`config.mk`:
```
export PLATFORM = sky130hd
export DESIGN_NAME = async_slave_xfer
export DESIGN_NICKNAME = d
export VERILOG_FILES = /design/src/rtl/slv_pkg.sv /design/src/rtl/slv_sync.sv /design/src/rtl/slv_decode.sv /design/src/rtl/slv_regfile.sv /design/src/rtl/async_slave_xfer.sv
export SDC_FILE = /design/constraint.sdc
export NUM_CORES = 1
export LEC_CHECK = 0
export ABC_AREA = 1
export BUFFER_PORTS_ARGS = -buffer_cell sky130_fd_sc_hd__buf_2
export CORE_AREA = 2 2 221 223
export CTS_CLUSTER_DIAMETER = 120
export DETAILED_ROUTE_END_ITERATION = 6
export DIE_AREA = 0 0 223 225
export SLEW_MARGIN = 20
export SYNTH_ARGS = -nofsm -noshare
export SYNTH_HDL_FRONTEND = slang
export SYNTH_SLANG_ARGS = --single-unit
```
`constraint.sdc`:
```
create_clock -name clk_i -period 3.1 [get_ports clk_i]
set_clock_uncertainty 0.1 [all_clocks]
set_input_delay 0.775 -clock clk_i [delete_from_list [all_inputs] [get_ports clk_i]]
set_output_delay 0.775 -clock clk_i [all_outputs]
set_load 0.1 [all_outputs]
```
`src/rtl/slv_pkg.sv`:
```
package slv_pkg;
  localparam int DW = 32;
  localparam int NB = DW / 8;

  typedef enum logic [2:0] {
    ST_IDLE,
    ST_DRIVE,
    ST_ACK,
    ST_ERR,
    ST_SKIP
  } slv_state_e;

  typedef struct packed {
    logic          hit;
    logic          legal;
    logic          upper;
    logic [NB-1:0] be;
  } slv_dec_t;

  function automatic logic [DW-1:0] be_mask(input logic [NB-1:0] be);
    logic [DW-1:0] m;
    for (int b = 0; b < NB; b++) m[8*b +: 8] = {8{be[b]}};
    return m;
  endfunction
endpackage

```
`src/rtl/slv_sync.sv`:
```
module slv_sync #(
  parameter int             W       = 3,
  parameter logic [W-1:0]   RST_VAL = '1
) (
  input  logic         clk_i,
  input  logic         rst_ni,
  input  logic [W-1:0] d_i,
  output logic [W-1:0] q_o
);
  logic [W-1:0] meta_q, sync_q;

  always_ff @(posedge clk_i or negedge rst_ni) begin
    if (!rst_ni) begin
      meta_q <= RST_VAL;
      sync_q <= RST_VAL;
    end else begin
      meta_q <= d_i;
      sync_q <= meta_q;
    end
  end

  assign q_o = sync_q;
endmodule

```
`src/rtl/slv_decode.sv`:
```
module slv_decode
  import slv_pkg::*;
#(
  parameter int                    AW        = 24,
  parameter int                    NREGS     = 8,
  parameter logic [AW-1:0]         BASE      = 24'h40_0000,
  parameter logic [AW-1:0]         MASK      = 24'hFF_FFE0,
  parameter int                    NAM       = 2,
  parameter logic [NAM-1:0][5:0]   AM_OK     = {6'h3D, 6'h39},
  parameter logic [NREGS-1:0]      FULL_ONLY = NREGS'(1),
  localparam int                   IDXW      = $clog2(NREGS)
) (
  input  logic [AW-1:1]   addr_i,
  input  logic [5:0]      am_i,
  input  logic            lword_ni,
  input  logic            ds0_ni,
  input  logic            ds1_ni,
  output slv_dec_t        dec_o,
  output logic [IDXW-1:0] idx_o
);
  logic [AW-1:0]  byte_addr;
  logic           win_hit, in_rng, a01, full;
  logic [NAM-1:0] am_match;
  logic [1:0]     lanes;

  assign byte_addr = {addr_i, 1'b0};
  assign win_hit   = (byte_addr & MASK) == BASE;
  assign idx_o     = addr_i[IDXW+1:2];
  assign a01       = addr_i[1];
  assign full      = !lword_ni;
  assign lanes     = {!ds1_ni, !ds0_ni};

  for (genvar g = 0; g < NAM; g++) begin : g_am
    assign am_match[g] = (am_i == AM_OK[g]);
  end

  if (NREGS == (1 << IDXW)) begin : g_pow2
    assign in_rng = 1'b1;
  end else begin : g_npow2
    assign in_rng = {1'b0, idx_o} < (IDXW+1)'(NREGS);
  end

  always_comb begin
    dec_o.hit   = win_hit && (|am_match) && in_rng;
    dec_o.upper = !full && !a01;
    if (full) begin
      dec_o.be    = '1;
      dec_o.legal = (&lanes) && !a01;
    end else begin
      dec_o.be    = a01 ? {2'b00, lanes} : {lanes, 2'b00};
      dec_o.legal = |lanes;
      if (FULL_ONLY[idx_o]) dec_o.legal = 1'b0;
    end
  end
endmodule

```
`src/rtl/slv_regfile.sv`:
```
module slv_regfile
  import slv_pkg::*;
#(
  parameter int  NREGS = 8,
  localparam int IDXW  = $clog2(NREGS)
) (
  input  logic            clk_i,
  input  logic            rst_ni,
  input  logic            we_i,
  input  logic [IDXW-1:0] widx_i,
  input  logic [NB-1:0]   be_i,
  input  logic [DW-1:0]   wdata_i,
  input  logic [IDXW-1:0] ridx_i,
  output logic [DW-1:0]   rdata_o,
  input  logic [IDXW-1:0] loc_idx_i,
  output logic [DW-1:0]   loc_rdata_o
);
  logic [DW-1:0] regs_q [NREGS];

  always_ff @(posedge clk_i or negedge rst_ni) begin
    if (!rst_ni) begin
      for (int r = 0; r < NREGS; r++) regs_q[r] <= '0;
    end else if (we_i) begin
      for (int r = 0; r < NREGS; r++) begin
        if (widx_i == IDXW'(r)) begin
          for (int b = 0; b < NB; b++) begin
            if (be_i[b]) regs_q[r][8*b +: 8] <= wdata_i[8*b +: 8];
          end
        end
      end
    end
  end

  assign rdata_o     = regs_q[ridx_i];
  assign loc_rdata_o = regs_q[loc_idx_i];
endmodule

```
`src/rtl/async_slave_xfer.sv`:
```
module async_slave_xfer
  import slv_pkg::*;
#(
  parameter int                  AW        = 24,
  parameter int                  NREGS     = 8,
  parameter logic [AW-1:0]       BASE      = 24'h40_0000,
  parameter logic [AW-1:0]       MASK      = 24'hFF_FFE0,
  parameter int                  NAM       = 2,
  parameter logic [NAM-1:0][5:0] AM_OK     = {6'h3D, 6'h39},
  parameter logic [NREGS-1:0]    FULL_ONLY = NREGS'(1)
) (
  input  logic                     clk_i,
  input  logic                     rst_ni,
  input  logic                     as_ni,
  input  logic                     ds0_ni,
  input  logic                     ds1_ni,
  input  logic                     lword_ni,
  input  logic                     write_ni,
  input  logic [5:0]               am_i,
  input  logic [AW-1:1]            addr_i,
  input  logic [31:0]              data_i,
  output logic [31:0]              data_o,
  output logic                     data_oe_o,
  output logic                     dtack_no,
  output logic                     berr_no,
  input  logic [$clog2(NREGS)-1:0] loc_idx_i,
  output logic [31:0]              loc_rdata_o
);
  localparam int IDXW = $clog2(NREGS);
  localparam int HW   = DW / 2;

  slv_state_e      state_q;
  logic [2:0]      strb_raw, strb_s2, strb_s3_q;
  logic            qual, rel, accept, we;
  slv_dec_t        dec;
  logic [IDXW-1:0] idx;
  logic [DW-1:0]   reg_rd, rd_masked, rd_fmt, wr_aligned, rdata_q;
  logic            drv_q;

  // {ds1, ds0, as}: active when AS low and any data strobe low
  function automatic logic strb_act(input logic [2:0] v);
    return !v[0] && !(v[1] && v[2]);
  endfunction

  assign strb_raw = {ds1_ni, ds0_ni, as_ni};

  slv_sync #(.W(3), .RST_VAL(3'b111)) i_sync (
    .clk_i (clk_i),
    .rst_ni(rst_ni),
    .d_i   (strb_raw),
    .q_o   (strb_s2)
  );

  assign qual = strb_act(strb_s2) && strb_act(strb_s3_q);
  assign rel  = strb_s2[1] && strb_s2[2];

  slv_decode #(
    .AW(AW), .NREGS(NREGS), .BASE(BASE), .MASK(MASK),
    .NAM(NAM), .AM_OK(AM_OK), .FULL_ONLY(FULL_ONLY)
  ) i_decode (
    .addr_i  (addr_i),
    .am_i    (am_i),
    .lword_ni(lword_ni),
    .ds0_ni  (ds0_ni),
    .ds1_ni  (ds1_ni),
    .dec_o   (dec),
    .idx_o   (idx)
  );

  assign accept = (state_q == ST_IDLE) && qual;
  assign we     = accept && dec.hit && dec.legal && !write_ni;

  // narrow data rides on lines 15:0 and lands in the half picked by A01
  always_comb begin
    if (!lword_ni)      wr_aligned = data_i;
    else if (dec.upper) wr_aligned = {data_i[HW-1:0], {HW{1'b0}}};
    else                wr_aligned = {{HW{1'b0}}, data_i[HW-1:0]};
  end

  slv_regfile #(.NREGS(NREGS)) i_regs (
    .clk_i      (clk_i),
    .rst_ni     (rst_ni),
    .we_i       (we),
    .widx_i     (idx),
    .be_i       (dec.be),
    .wdata_i    (wr_aligned),
    .ridx_i     (idx),
    .rdata_o    (reg_rd),
    .loc_idx_i  (loc_idx_i),
    .loc_rdata_o(loc_rdata_o)
  );

  assign rd_masked = reg_rd & be_mask(dec.be);
  assign rd_fmt    = dec.upper ? (rd_masked >> HW) : rd_masked;

  always_ff @(posedge clk_i or negedge rst_ni) begin
    if (!rst_ni) begin
      state_q   <= ST_IDLE;
      strb_s3_q <= 3'b111;
      rdata_q   <= '0;
      drv_q     <= 1'b0;
    end else begin
      strb_s3_q <= strb_s2;
      case (state_q)
        ST_IDLE: begin
          if (qual) begin
            if (!dec.hit)        state_q <= ST_SKIP;
            else if (!dec.legal) state_q <= ST_ERR;
            else if (!write_ni)  state_q <= ST_ACK;
            else begin
              state_q <= ST_DRIVE;
              drv_q   <= 1'b1;
              rdata_q <= rd_fmt;
            end
          end
        end
        ST_DRIVE: state_q <= ST_ACK;
        default: begin
          if (rel) begin
            state_q <= ST_IDLE;
            drv_q   <= 1'b0;
          end
        end
      endcase
    end
  end

  assign dtack_no  = (state_q != ST_ACK);
  assign berr_no   = (state_q != ST_ERR);
  assign data_oe_o = drv_q;
  assign data_o    = rdata_q;
endmodule

```
==> impl_metrics.csv <==
group,metric,value,unit
status,outcome,"complete, no violations",
synthesis,yosys.cell_types.count,28,
timing,final.setup.tns,0,ns
grt,grt_overflow,0,
synthesis,syn_area_per_cell,7.16,um^2
drt,num_vias,16400,
cts,clock_latency,0.54,ns
layout,post-route-util,43.2,%
drt,first_pass_iters,5,
pwr,power-per-cell-area,492,mW/mm^2
timing,worst_slew_pin_slew,0.640,ns
cts,postCtsSetupBuffers,0,
synthesis,synth_seq_cells,301,
grt,grtUsageTotal,23.3,%
die,rows,80,
synthesis,syn-num-nets,2391,
worst_setup_path,crit_path_start,"loc_idx_i[0]",
cts,cts_buffer_depth,3,
run,maxCapViolCount,0,
worst_setup_path,end_kind,"output pin",
placed_design,dp_cells,3001,
die,dieWidth,223,um
worst_setup_path,rr_startpoint,"state_q[2]",
cts,cts_buffers,35,
synthesis,synth-warning-count,0,
drt,drt-total-wl,58.7,mm
grt,antenna_found_initial,1,
drt,drc,0,
die,initial_core_util,34.9,%
hold_path,hold_path_class,"in2async",
timing,fin_crit,3.05,ns
worst_setup_path,critPathMaxFanout,38,
synthesis,syn_inst,2320,
cts,root_buffer,"clkbuf_16",
die,pin_count,138,
layout,final_layout_size_suffix_gt1_share,14.5,%
layout,syn2layout_area_growth,23.6,%
worst_setup_path,worstPathRequired,2.22,ns
synthesis,netlist_area,0.0166,mm^2
timing,relSlewSlack,57.3,%
die,die_y,225,um
cts,path_clk_slew,0.05,ns
worst_setup_path,reg2reg_slack,0.73,ns
worst_setup_path,crit_type,"in2out",
placed_design,port_buffers,136,
layout,fillers,4727,
cts,cts.sinks,301,
timing,fin_crit_sh,98.2,%
pwr,p_leak,8.84,nW
worst_setup_path,r2r_end,"i_regs.regs_q[27]",
worst_setup_path,arrival,2.17,ns
die,fp.dieArea,0.0502,mm^2
pwr,finalPower,10.1,mW
drt,ant_nets,0,
die,core_region_area,0.0475,mm^2
drt,wl_per_cell,19.1,um
drt,vias_per_cell,5.36,
timing,setup_viol,0,
drt,first_iter_violations,1724,
layout,antenna_cells,0,
synthesis,ys_seq_area_share,45.4,%
pwr,vdd_drop_max,0.307,mV
grt,grt_pass1_wl,90.1,mm
grt,grt_pass1_vias,15500,
timing,rsz0062_at_grt,"true",
timing,maxSlewViolCount,0,
timing,finalHoldViolCount,0,
cts,hold_buffers,0,
cts,htreeDepth,2,
placed_design,dp_hpwl,39.6,mm
layout,stdcell_count,3064,
cts,tritoncts,"done",
worst_setup_path,reg2reg_depth,7,
timing,max_freq,328,MHz
worst_setup_path,cp-start-kind,"input port",
placed_design,globalplace.congestion,0.877,
grt,grt_start_max_net_pins,73,
layout,final_nets,2494,
==> layer usage <==
layer,wire length [um],vias up,global-route usage (%)
met5,12,-,0
met3,5320,100,4.94
met1,25400,7790,31.9
met2,26300,717,36.8
li1,-,7813,-
met4,1620,2,7.92
==> stage by stage <==
stage | area, um^2 | worst slack (ns) | hold WS (ns)
CTS | 20500 | 0.0560 | 0.118
global placement | 19300 | 0.0696 | 0.246
finish | 20500 | 0.0547 | 0.107
floorplan | 17100 | -0.00577 | 0.245
detailed placement | 19300 | 0.0681 | 0.248
global route | 20500 | -0.0212 | 0.132
==> where the power goes <==
part	leakage, nW	switching, mW	internal (mW)
clock network	0.632	1.69	2.90
logic	4.04	1.11	0.430
registers	4.17	0.0109	3.95
total	8.84	2.81	7.29
==> worst max-delay path by stage <==
stage                 endpoint  slack (ns)  cells past startpoint
2_1_floorplan  loc_rdata_o[30]      -0.006                      9
3_3_place_gp    loc_rdata_o[9]        0.07                      8
3_5_place_dp    loc_rdata_o[9]        0.07                      8
4_1_cts         loc_rdata_o[9]        0.06                      8
5_1_grt         loc_rdata_o[7]       -0.02                      8
6_report        loc_rdata_o[9]        0.05                      8
==> Yosys cell counts <==
cell type,count,share of area [%]
dfstp_2,9,1.4
nor2_4,1,0.068
nand3_4,20,2.1
nand2_1,693,16
o21ai_0,227,6.8
dfrtp_1,292,44
a22o_1,1,0.053
nand3_1,147,4.4
nand3_2,12,0.72
nand2_2,1,0.038
nor2_2,2,0.075
o211ai_1,1,0.045
nand4_1,2,0.075
a21oi_4,1,0.098
inv_1,132,3.0
buf_2,43,1.3
o21ai_2,3,0.16
buf_6,6,0.41
clkbuf_1,74,1.7
inv_2,5,0.11
buf_4,2,0.090
or2_1,1,0.038
buf_1,19,0.43
a21oi_1,83,2.5
o21ai_1,258,7.8
a31oi_1,32,1.2
o31ai_1,1,0.045
nor2_1,252,5.7
==> cell type report <==
| class | count | area [um^2] | area share [%] |
|---|---|---|---|
| clock buffer | 49 | 1030 | 5.02 |
| sequential | 301 | 7540 | 36.7 |
| inverter | 137 | 515 | 2.51 |
| multi-input combinational | 1738 | 8390 | 40.9 |
| timing repair buffer | 210 | 2040 | 9.93 |
| tap | 615 | 769 | 3.75 |
| clock inverter | 14 | 245 | 1.19 |
==> flip-flops by register name (all words and copies together), names as in the netlist <==
name	flops
i_regs.regs_q	256
data_o	32
i_sync.meta_q	3
i_sync.q_o	3
state_q	3
strb_s3_q	3
data_oe_o	1
==> critical path: stages <==
cell	delay, ns
buf_4	0.13
buf_16	0.22
buf_12	0.21
nor2_1	0.06
o21ai_0	0.23
nor2_1	0.12
a31oi_4	0.18
buf_12	0.19
==> cell usage in the layout, fill, tap and decap left out, types with 2 or more instances in the layout <==
master,n
o21ai_0,225
nand3_2,12
buf_2,101
dfstp_2,9
inv_2,7
nor2_1,252
o21ai_2,3
nor2_2,2
inv_1,129
buf_12,55
clkbuf_8,6
a21oi_1,83
dfrtp_1,292
nand3_1,147
nand3_4,20
a31oi_4,32
clkbuf_1,6
clkbuf_16,37
nand4_1,2
nand2_1,693
clkinv_2,8
o21ai_1,260
buf_4,52
bufinv_16,7
==> timing repair <==
action | in CTS | in global routing
resized for setup | 0 | 3
hold endpoints to repair | 0 | 0
setup endpoints to repair | 0 | 5
==> kinds of logic after synthesis <==
kind of cell | synth area share (%)
simple gates | 28.9
flops | 45.4
compound gates | 18.7
buf+inv | 6.99
Note: power is estimated with default switching activity, not from simulation.
